[src/rtl/alu_pkg.sv]
package alu_pkg;

  // Internal operation codes (values fixed by the decode contract)
  typedef enum logic [3:0] {
    OPC_AND = 4'b0000,
    OPC_OR  = 4'b0001,
    OPC_ADD = 4'b0010,
    OPC_SUB = 4'b0110,
    OPC_SLT = 4'b0111
  } opc_e;

  // Operation classes from the main controller
  localparam logic [1:0] CLS_MEM   = 2'b00;
  localparam logic [1:0] CLS_RTYPE = 2'b10;

  // Low function-field nibbles recognised in the R-type class
  localparam logic [3:0] FN_ADD = 4'b0000;
  localparam logic [3:0] FN_SUB = 4'b0010;
  localparam logic [3:0] FN_AND = 4'b0100;
  localparam logic [3:0] FN_OR  = 4'b0101;
  localparam logic [3:0] FN_SLT = 4'b1010;

endpackage

[src/rtl/alu_ctl_decode.sv]
module alu_ctl_decode
  import alu_pkg::*;
#(
  parameter int CLASS_W = 2,
  parameter int DEC_W   = 4
) (
  input  logic [CLASS_W-1:0] op_class,
  input  logic [DEC_W-1:0]   fn_low,
  output opc_e               opc
);

  opc_e rtype_opc;

  // Second level: function nibble to operation
  always_comb begin
    unique case (fn_low)
      FN_ADD:  rtype_opc = OPC_ADD;
      FN_SUB:  rtype_opc = OPC_SUB;
      FN_AND:  rtype_opc = OPC_AND;
      FN_OR:   rtype_opc = OPC_OR;
      FN_SLT:  rtype_opc = OPC_SLT;
      default: rtype_opc = OPC_ADD;   // unlisted codes fall back to add
    endcase
  end

  // First level: class bit 0 dominates, then bit 1 enables the R-type decode
  always_comb begin
    if (op_class[0])
      opc = OPC_SUB;
    else if (op_class[1])
      opc = rtype_opc;
    else
      opc = OPC_ADD;
  end

endmodule

[src/rtl/alu_core.sv]
module alu_core
  import alu_pkg::*;
#(
  parameter int DATA_W     = 32,
  parameter bit SLT_SIGNED = 1'b1
) (
  input  logic [DATA_W-1:0] a,
  input  logic [DATA_W-1:0] b,
  input  opc_e              opc,
  output logic [DATA_W-1:0] y
);

  localparam int MSB = DATA_W - 1;

  logic              do_sub;
  logic [DATA_W-1:0] b_eff;
  logic [DATA_W:0]   sum_ext;
  logic              less;

  // One shared adder serves add, subtract and the compare
  assign do_sub  = (opc == OPC_SUB) || (opc == OPC_SLT);
  assign b_eff   = do_sub ? ~b : b;
  assign sum_ext = {1'b0, a} + {1'b0, b_eff} + {{DATA_W{1'b0}}, do_sub};

  generate
    if (SLT_SIGNED) begin : g_slt_signed
      // Differing signs: the negative operand is smaller; else the
      // difference sign decides (no overflow possible then)
      assign less = (a[MSB] != b[MSB]) ? a[MSB] : sum_ext[MSB];
    end else begin : g_slt_unsigned
      assign less = ~sum_ext[DATA_W];
    end
  endgenerate

  always_comb begin
    unique case (opc)
      OPC_AND: y = a & b;
      OPC_OR:  y = a | b;
      OPC_SLT: y = {{(DATA_W-1){1'b0}}, less};
      default: y = sum_ext[MSB:0];
    endcase
  end

endmodule

[src/rtl/zero_detect.sv]
module zero_detect #(
  parameter int DATA_W  = 32,
  parameter int GROUP_W = 8
) (
  input  logic [DATA_W-1:0] val,
  output logic              is_zero
);

  localparam int N_GRP = (DATA_W + GROUP_W - 1) / GROUP_W;
  localparam int PAD_W = N_GRP * GROUP_W;

  logic [PAD_W-1:0] padded;
  logic [N_GRP-1:0] grp_any;

  assign padded = {{(PAD_W-DATA_W){1'b0}}, val};

  // Two-level OR tree: per-group reduction, then across groups
  generate
    for (genvar g = 0; g < N_GRP; g++) begin : g_grp
      assign grp_any[g] = |padded[g*GROUP_W +: GROUP_W];
    end
  endgenerate

  assign is_zero = ~|grp_any;

endmodule

[src/rtl/alu_unit.sv]
module alu_unit
  import alu_pkg::*;
#(
  parameter int DATA_W     = 32,
  parameter int FUNC_W     = 6,
  parameter int CLASS_W    = 2,
  parameter bit SLT_SIGNED = 1'b1
) (
  input  logic               clk,
  input  logic               rst,
  input  logic [CLASS_W-1:0] op_class,
  input  logic [FUNC_W-1:0]  func,
  input  logic [DATA_W-1:0]  opnd_a,
  input  logic [DATA_W-1:0]  opnd_b,
  output logic [DATA_W-1:0]  result,
  output logic               zero
);

  localparam int DEC_W = 4;

  opc_e              opc;
  logic [DATA_W-1:0] y_comb;
  logic              z_comb;
  logic              unused_fn_hi;

  // Upper function bits take no part in the decode
  assign unused_fn_hi = ^func[FUNC_W-1:DEC_W];

  alu_ctl_decode #(
    .CLASS_W (CLASS_W),
    .DEC_W   (DEC_W)
  ) u_dec (
    .op_class (op_class),
    .fn_low   (func[DEC_W-1:0]),
    .opc      (opc)
  );

  alu_core #(
    .DATA_W     (DATA_W),
    .SLT_SIGNED (SLT_SIGNED)
  ) u_core (
    .a   (opnd_a),
    .b   (opnd_b),
    .opc (opc),
    .y   (y_comb)
  );

  zero_detect #(
    .DATA_W  (DATA_W),
    .GROUP_W (8)
  ) u_zd (
    .val     (y_comb),
    .is_zero (z_comb)
  );

  always_ff @(posedge clk) begin
    if (rst) begin
      result <= '0;
      zero   <= 1'b1;
    end else begin
      result <= y_comb;
      zero   <= z_comb;
    end
  end

endmodule

[config.mk]
export PLATFORM = sky130hd
export DESIGN_NAME = alu_unit
export DESIGN_NICKNAME = d
export VERILOG_FILES = /design/src/rtl/alu_pkg.sv /design/src/rtl/alu_ctl_decode.sv /design/src/rtl/alu_core.sv /design/src/rtl/zero_detect.sv /design/src/rtl/alu_unit.sv
export SDC_FILE = /design/constraint.sdc
export NUM_CORES = 1
export LEC_CHECK = 0
export ABC_AREA = 1
export ABC_CLOCK_PERIOD_IN_PS = 3770
export CORE_MARGIN = 2
export CORE_UTILIZATION = 51
export DETAILED_ROUTE_END_ITERATION = 8
export PLACE_DENSITY = 0.79
export RECOVER_POWER = 50
export SYNTH_ARGS = -nofsm -noshare
export SYNTH_HDL_FRONTEND = slang
export SYNTH_SLANG_ARGS = --single-unit
[constraint.sdc]
create_clock -name clk -period 3.77 [get_ports clk]
set_input_delay 0.5655 -clock clk [delete_from_list [all_inputs] [get_ports clk]]
set_output_delay 0.5655 -clock clk [all_outputs]
set_load 0.02 [all_outputs]
[Word-level counts from Yosys, hierarchy flattened]
Cells that the tools add are included.
Cells by class
  bitwise gates (word level): 3
  eq/ne operators: 8
  muxes and demuxes: 6
  add/sub/neg operators: 2
  reductions and logical operators: 4
Operator list (number)
  case mux 32 bit (3 select lines): 1
  adder 32 x 1 -> 32 bit: 1
  adder 32 bit: 1
  AND 32 bit: 1
  2-to-1 mux 32 bit: 1
  NOT 32 bit: 1
  bitwise OR 32 bit: 1
  OR reduction 32 bit: 1
  equality test 4 x 3 -> 1 bit (second input constant): 4
  case mux 3 bit (4 select lines): 1
  equality test 4 x 1 -> 1 bit (second input constant): 1
  equality test 4 x 2 -> 1 bit (second input constant): 1
  equality test 4 bit (second input constant): 1
  zero test 4 bit: 1
  2-to-1 mux 4 bit: 1
  2-to-1 mux 3 bit: 1
  zero test 1 bit: 1
  logical OR 1 bit: 1
  2-to-1 mux 1 bit: 1
  != test 1 bit: 1
Word-level totals
  bits of input ports: 74
  flip-flop bits (word level): 33
  output and inout bits: 33
  logic and storage cells: 25

[Longest topological paths before layout]
Gate-level depths: netlist of run 1.
  depth after elaboration: 13
  mapped depth: 24
  gate-level depth less buffers: 23

[Modules after synthesis]
A second synthesis of run 1 with hierarchy kept.
Unflattened totals
  cells, all modules: 652
  area total of the unflattened synthesis: 3912.5 um^2
Modules (own cells, without submodules)
  alu_core: area each 2756.4 um^2, cells each 500, times used 1, sequential area each 0.0 um^2
  alu_unit: area each 962.2 um^2, cells each 104, times used 1, sequential area each 660.6 um^2
  zero_detect: area each 116.4 um^2, cells each 31, times used 1, sequential area each 0.0 um^2
  alu_ctl_decode: area each 77.6 um^2, cells each 17, times used 1, sequential area each 0.0 um^2

[Least setup slack after synthesis of run 1]
OpenSTA, ideal clock, no wires.
  path type: input to register
  start: in func[2]
  end: reg zero
  setup time: 0.114 ns
  arrival time: 3.215 ns
  stages: 24
  path buffers: 1
  slack: 0.441 ns
  data required time: 3.656 ns
  cell sequence: inv_1 nand4_1 nand2_1 buf_1 xor2_1 fa_1 nand3_1 nand3_2 nand2_2 nand2_2 nand2_1 nand2_2 nand2_2 nand2_2 nand2_2 nand2_2 nand2_1 nand2_1 a21oi_1 o21ai_1 nand2_1 nor2_1 nand4_1 nand2_1
Between the ends
  word-level cells in the longest chain between the ends: 13
  elaborated cells between the ends (all ways): 19
  classes of those cells: add/sub (2); eq/ne (7); mux (6); reduce/logical (4)
RTL lines
  start, declared: RTL line alu_unit.sv:12  | input logic [FUNC_W-1:0] func,
  equality test 4 bit (tied with other cells): RTL line alu_ctl_decode.sv:16  | unique case (fn_low)
  case mux 3 bit (4 select lines) (*): RTL line alu_ctl_decode.sv:16
  2-to-1 mux 3 bit (*): RTL line alu_ctl_decode.sv:30  | else if (op_class[1])
  2-to-1 mux 4 bit (*): RTL line alu_ctl_decode.sv:28  | if (op_class[0])
  equality test 4 x 3 -> 1 bit, on equally long branches: RTL line alu_core.sv:21, alu_core.sv:36
  logical OR 1 bit: RTL line alu_core.sv:21  | assign do_sub = (opc == OPC_SUB) || (opc == OPC_SLT);
  2-to-1 mux 32 bit: RTL line alu_core.sv:22  | assign b_eff = do_sub ? ~b : b;
  adder 32 bit: RTL line alu_core.sv:23  | assign sum_ext = {1'b0, a} + {1'b0, b_eff} + {{DATA_W{1'b0}}, do_sub};
  adder 32 x 1 -> 32 bit: RTL line alu_core.sv:23
  2-to-1 mux 1 bit: RTL line alu_core.sv:29  | assign less = (a[MSB] != b[MSB]) ? a[MSB] : sum_ext[MSB];
  case mux 32 bit (3 select lines) (*): RTL line alu_core.sv:36  | unique case (opc)
  OR reduction 32 bit (*): RTL line zero_detect.sv:24  | assign is_zero = ~|grp_any;
  zero test 1 bit (*): RTL line zero_detect.sv:24
  end signal, assigned: RTL line alu_unit.sv:62  | zero <= z_comb;
  end, declared: RTL line alu_unit.sv:16  | output logic zero
Mark *: on every way between the ends. The rest lies on a longest branch, timed or not.
A chain may end at the register's enable or synchronous reset.

[Final worst setup path of run 1]
  start: in func[0]
  end: reg zero
The elaborated chain is that of the path after synthesis.

==> impl_metrics.env, run 1 <==
export IMPL_run_status="finished, final reports clean"
export IMPL_cts_tree="yes"
export IMPL_final_core_density_pct=76.40
export IMPL_synth_seq_cells=33
export IMPL_power_total_w=0.002022
export IMPL_critPathArrivalTime_ps=3800
export IMPL_dpl_instance_area_sq_um=5917
export IMPL_diodes=0
export IMPL_static_leakage_power_nw=3.211
export IMPL_combPwrFrac_pct=65.7
export IMPL_timing_critical_path_slowest_cell_delay_ps=460
export IMPL_drt_pass1_iterations=7
export IMPL_cts_htree_levels=2
export IMPL_std_cell_rows=33
export IMPL_post_place_cells=995
export IMPL_yosys_warnings=0
export IMPL_clk_pin_slew_worst_paths_ps=70
export IMPL_ir_worst_vdd_uv=140.2
export IMPL_tightestPinTransition_ps=770.3
export IMPL_final_antenna_net_count=0
export IMPL_clock_sinks=33
export IMPL_synth_nets=837
export IMPL_seq_area_frac_synth_pct=15.48
export IMPL_nets=1009
export IMPL_finish_cell_count_without_fillers=1006
export IMPL_global_route_overflow=0
export IMPL_overall_via_count_from_detail_route=5512
export IMPL_critPathBufInv=3
export IMPL_postCtsHoldBufs=0
export IMPL_grt_use_total_pct=32.85
export IMPL_place_congestion=0.9550
export IMPL_port_buffers=104
export IMPL_core_region_area_sq_um=8175
export IMPL_drcViolationCount=0
export IMPL_avgSynthCellArea_sq_um=5.862
export IMPL_top_level_ports=107
export IMPL_power_density_nw_per_um2=323.8
export IMPL_power_sequential_fraction_pct=20.7
export IMPL_ctsLongestPathBuffers=2
export IMPL_grt_start_max_net_pins=29
export IMPL_clkPwrFrac_pct=13.6
export IMPL_finalWirelength_microns=15310
export IMPL_cp_common_cell="nand2_2"
export IMPL_route_detailed_wl_per_inst_microns=15.22
export IMPL_numCtsBuffers=5
export IMPL_final_setup_vio_count=0
export IMPL_layout_area_overhead_vs_synth_pct=46.35
export IMPL_cts_root_buffer_cell="clkbuf_8"
export IMPL_die_area_sq_um=9116
export IMPL_setup_total_negative_slack_ps=0
export IMPL_die_width_microns=95.48
export IMPL_worstPathMaxFanout=4
export IMPL_post_synth_num_cell_types=39
export IMPL_die_height_microns=95.48
export IMPL_startpoint_type="primary input"
export IMPL_worst_setup_path_end_kind="flop"
export IMPL_syn_area_sq_um=4268
export IMPL_report_final_slew_viol_count=0
export IMPL_syn_instance_count=728
export IMPL_finalInstanceArea_sq_um=6246
export IMPL_clock_fmax_mhz=276.7
export IMPL_post_route_cells_drive_above_1_share_pct=17.09
export IMPL_period_minus_slack_ps=3615
export IMPL_path_category_of_the_worst_min_delay_check="primary input to flop"
export IMPL_initialDrtViolationCount=301
export IMPL_number_of_antenna_violations_at_the_first_check_in_global_routing=0
export IMPL_detail_route_vias_per_cell=5.479
export IMPL_setup_worst_path_class="primary input to flop"
export IMPL_post_dp_hpwl_microns=12220
export IMPL_wire_length_of_the_first_global_routing_pass_microns=23560
export IMPL_internal_power_w=0.001121
export IMPL_max_cap_viol_count=0
export IMPL_finalHoldViolCount=0
export IMPL_initial_utilization_pct=52.20
export IMPL_timing_critical_path_max_delay_family="simple AND/OR/NAND/NOR gates"
export IMPL_critPathSlowestCell="clkdlybuf4s50_1"
export IMPL_final_min_period_over_clock_period_pct=95.88
export IMPL_switching_share_pct=44.59
export IMPL_via_count_of_the_first_global_routing_pass=5078
export IMPL_power_net_switching_w=0.0009016
export IMPL_max_slew_margin_pct=48.59
export IMPL_worstPathRequired_ps=3960
-- worst paths after layout --
path                        from          to  slack (ps)  cells past startpoint
worst min-delay path  opnd_a[28]  result[28]        1050                      3
worst max-delay path     func[0]        zero         160                     25
-- repair_timing --
action,CTS,global route
gates resized for setup,0,53
setup buffers,0,1
endpoints found under the setup margin,0,1
-- cells by family (layout without fill, tap and decap cells) --
kind of cell             Yosys count  in the layout  synth area share (%)
AO/OA/AOI/OAI                    119            119                 16.04
XOR/XNOR                          36             36                 7.388
adder cells (fa/ha/maj)           35             35                 10.44
buffers and inverters             95            268                 8.883
flip-flops                        33             33                 15.48
AND/OR/NAND/NOR                  410            410                 41.78
-- flip-flops by register name, summed over array words and instances, names as in the netlist --
register and cells:
result 32, zero 1
-- synth_stat cells --
cell type,number,area [sq um]
xor2_1,34,297.8
fa_1,1,20.02
nand2_2,13,81.33
o21ai_0,17,85.08
o221ai_1,1,8.760
xnor2_1,2,17.52
nor2_1,115,431.7
nand3_2,4,40.04
dfxtp_1,33,660.6
nor4_2,1,12.51
a21oi_1,58,290.3
or2_2,4,25.02
a21boi_0,2,15.01
and2_1,2,12.51
nor2_2,3,18.77
o211ai_1,3,22.52
nand3b_1,8,60.06
nand3_1,59,295.3
o21a_1,2,15.01
or2_0,1,6.260
clkbuf_1,4,15.01
a21o_1,6,45.04
o21ai_4,1,16.27
inv_2,2,7.510
nand2_4,1,11.26
nand2_1,181,679.4
a31oi_1,23,143.9
inv_1,79,296.5
buf_1,3,11.26
a21oi_2,2,17.52
buf_2,4,20.02
o21bai_1,2,15.01
o21ai_1,2,10.01
nor2_4,1,11.26
ha_1,34,425.4
inv_4,1,6.260
nand4_1,10,62.56
nor3_1,7,35.03
buf_6,2,22.52
-- per-stage QoR --
| stage | hold slack (ps) | setup WS [ps] |
|---|---|---|
| floorplan | 681.7 | 441.4 |
| global placement | 1335 | -41.99 |
| detailed placement | 1342 | -65.42 |
| CTS | 1052 | 211.9 |
| global route | 1075 | -35.82 |
| finish | 1050 | 155.4 |
-- final cells by class --
cell class / count / area (sq um)
fillers: 657 / 1929
flip-flops and latches: 33 / 660.6
clock inverters: 3 / 17.52
repair buffers: 178 / 1657
inverters: 82 / 310.3
multi-input cells: 600 / 3401
clock buffers: 5 / 68.82
well taps: 105 / 131.4
-- per-layer routing --
metal / GRT usage (%) / share of wire [%] / wire length [microns]
met1: 44.97 / 46 / 6975
met2: 55.28 / 46 / 7002
met3: 2.846 / 6.4 / 978
met4: 8.810 / 2.3 / 352
met5: 0 / 0 / 0
-- layout by cell type, fill, tap and decap left out, types with 6 or more instances in the layout --
cell / n
xor2_1: 33
nor2_2: 10
buf_4: 70
a21oi_1: 44
dfxtp_1: 33
inv_1: 79
a21o_1: 6
a31oi_1: 23
nor3_1: 6
nand3b_1: 8
nand3_1: 55
ha_1: 30
nand3_2: 7
nand2_1: 175
nand2_2: 18
o21ai_0: 13
a21oi_2: 14
dlygate4sd3_1: 32
nor2_1: 108
nand4_1: 10
clkdlybuf4s50_1: 72
-- power by group through the flow --
stage	clock network, W	logic, W	registers [W]
final	0.000275	0.00133	0.000419
after global placement	0	0.00123	0.000428
after detailed placement	0	0.00125	0.000431
after global routing	0.000293	0.00146	0.000425
after CTS	0.000280	0.00126	0.000422
after floorplan	0	0.000608	0.000508
Power figures use the tool's default switching activity.
==> run 2: changes to the inputs <==
--- a/config.mk
+++ b/config.mk
@@ -10,6 +10,7 @@
 export CORE_MARGIN = 2
 export CORE_UTILIZATION = 51
 export DETAILED_ROUTE_END_ITERATION = 8
+export GPL_TIMING_DRIVEN = 0
 export PLACE_DENSITY = 0.79
 export RECOVER_POWER = 50
 export SYNTH_ARGS = -nofsm -noshare
==> run 2 against run 1 <==
Compared with the run above: die area is the same; fmax shrank 3.7%; wire length grew 9.1%; flip-flop and latch count is the same; sequential power is essentially flat; count of clock-buffer cells in the layout is the same; worst setup slack lost 140 ps; sequential share of layout area grew 0.096 points; total power shrank 2.0%; first-iteration DRC count grew 47%.
==> impl_metrics.env, run 2 (synthesis gave the netlist of run 1 again) <==
export IMPL_die_width_microns=95.48
export IMPL_critPathArrivalTime_ps=3990
export IMPL_post_route_cells_drive_above_1_share_pct=16.53
export IMPL_ir_worst_vdd_uv=165.6
export IMPL_final_min_period_over_clock_period_pct=99.56
export IMPL_report_final_slew_viol_count=0
export IMPL_tightestPinTransition_ps=611.1
export IMPL_die_height_microns=95.48
export IMPL_flip_flop_count_of_the_largest_register_after_layout=32
export IMPL_worst_setup_path_end_kind="flop"
export IMPL_overall_via_count_from_detail_route=5570
export IMPL_final_setup_vio_count=0
export IMPL_setup_total_negative_slack_ps=0
export IMPL_switching_share_pct=46.92
export IMPL_setup_worst_path_class="primary input to flop"
export IMPL_top_level_ports=107
export IMPL_period_minus_slack_ps=3753
export IMPL_cts_htree_levels=2
export IMPL_initial_utilization_pct=52.20
export IMPL_ctsLongestPathBuffers=2
export IMPL_worstPathRequired_ps=4010
export IMPL_layout_area_overhead_vs_synth_pct=45.03
export IMPL_power_total_w=0.001982
export IMPL_routedLengthMet1_microns=7062
export IMPL_combPwrFrac_pct=64.8
export IMPL_final_antenna_net_count=0
export IMPL_number_of_antenna_violations_at_the_first_check_in_global_routing=0
export IMPL_power_net_switching_w=0.0009298
export IMPL_postCtsHoldBufs=0
export IMPL_max_slew_margin_pct=59.26
export IMPL_finalWirelength_microns=16700
export IMPL_die_area_sq_um=9116
export IMPL_power_sequential_fraction_pct=21.2
export IMPL_layout_commonest_cell="nand2_1"
export IMPL_cp_common_cell="nand2_1"
export IMPL_worstPathMaxFanout=7
export IMPL_drt_pass1_iterations=7
export IMPL_largest_register="result"
export IMPL_detail_route_vias_per_cell=5.778
export IMPL_wire_length_of_the_first_global_routing_pass_microns=23940
export IMPL_routed_top_layer="met4"
export IMPL_place_congestion=0.9271
export IMPL_met2_length_microns=7632
export IMPL_critPathBufInv=3
export IMPL_global_route_overflow=0
export IMPL_core_region_area_sq_um=8175
export IMPL_drcViolationCount=0
export IMPL_grt_start_max_net_pins=12
export IMPL_nets=967
export IMPL_cts_tree="yes"
export IMPL_finalHoldViolCount=0
export IMPL_run_status="finished, final reports clean"
export IMPL_fillerInstances=653
export IMPL_route_detailed_wl_per_inst_microns=17.32
export IMPL_finalInstanceArea_sq_um=6190
export IMPL_internal_power_w=0.001052
export IMPL_diodes=0
export IMPL_timing_critical_path_slowest_cell_delay_ps=420
export IMPL_detailroute_wirelength_met3_microns=1413
export IMPL_timing_critical_path_max_delay_family="simple AND/OR/NAND/NOR gates"
export IMPL_initialDrtViolationCount=442
export IMPL_clock_sinks=33
export IMPL_static_leakage_power_nw=3.037
export IMPL_startpoint_type="primary input"
export IMPL_critPathSlowestCell="clkdlybuf4s50_1"
export IMPL_layout_common_cells="170 x nand2_1, 106 x nor2_1, 76 x inv_1"
export IMPL_reg_largest_list="result: 32 flops, zero: 1 flops"
export IMPL_dpl_instance_area_sq_um=5440
export IMPL_std_cell_rows=33
export IMPL_clkPwrFrac_pct=14.0
export IMPL_clk_pin_slew_worst_paths_ps=80
export IMPL_grt_use_total_pct=34.23
export IMPL_path_category_of_the_worst_min_delay_check="primary input to flop"
export IMPL_numCtsBuffers=5
export IMPL_max_cap_viol_count=0
export IMPL_cts_root_buffer_cell="clkbuf_8"
export IMPL_post_dp_hpwl_microns=12540
export IMPL_via_count_of_the_first_global_routing_pass=4914
export IMPL_port_buffers=104
export IMPL_clock_fmax_mhz=266.4
export IMPL_power_density_nw_per_um2=320.1
export IMPL_crit_path_cell_trace="clkdlybuf4s50_1 -> inv_2 -> nand4_1 -> nand2_4 -> clkbuf_16 -> xor2_1 -> ha_4 -> a21o_1 -> nor2_2 -> nand2_1 -> a21oi_1 -> nand2_2 -> nand2_1 -> nand3_1 -> nand2_1 -> nor2_1 -> nor2_2 -> nand4_1 -> nor2_2 -> nand4_1 -> nand2_1"
[run 2: changes by cell type in the layout (fill, tap and decap cells not counted), moves of 3 or more]
cell      delta
buf_2        +4
buf_4       -54
clkbuf_1     +4
ha_1        -10
ha_4         +9
inv_1        -3
inv_2        +3
nand2_1      -5
nand2_2      +5
xor2_1       -9
xor2_2       +9
[run 2: per-layer routing]
metal	vias up	global-route usage (%)
met2	305	54.52
met3	36	3.874
met4	0	13.33
li1	2646	-
met1	2583	47.15
met5	-	0
[run 2: path summary, 6_finish.rpt]
kind	start	endpoint	slack (ps)	cells past startpoint
worst max-delay path	func[2]	zero	20	21
worst min-delay path	func[1]	result[8]	1020	7
[run 2: layout make-up]
cell class	count	area (sq um)	share of cell area (%)
tap	105	131.4	2.122
inverter	82	310.3	5.013
multi-input combinational	600	3645	58.88
timing repair buffer	123	1239	20.01
sequential	33	660.6	10.67
clock buffer	5	68.82	1.112
buffer	13	117.6	1.900
clock inverter	3	17.52	0.2830
[run 2: power by group through the flow]
stage	Clock [W]	Sequential [W]	Combinational (W)
after floorplan	0	0.000508	0.000608
after global placement	0	0.000428	0.00108
after detailed placement	0	0.000432	0.00110
after CTS	0.000279	0.000424	0.00111
after global routing	0.000291	0.000426	0.00139
final	0.000278	0.000420	0.00128
[run 2: through the flow]
step	hold WS [ps]	util, %	setup slack (ps)	cells
4_1_cts	1031	68.04	31.77	945
2_1_floorplan	681.7	-	441.4	728
5_1_grt	1034	75.71	-141.0	964
3_3_place_gp	1335	66.54	-926.9	937
6_report	1018	75.71	16.71	964
3_5_place_dp	1332	66.54	-967.9	937
[run 2: repair_timing]
| item | in CTS | in global routing |
|---|---|---|
| buffers inserted | 0 | 16 |
| cloned | 0 | 3 |
| endpoints found under the setup margin | 16 | 2 |
| hold endpoints to repair | 0 | 0 |
| pin swaps | 0 | 19 |
| resized for setup | 22 | 100 |
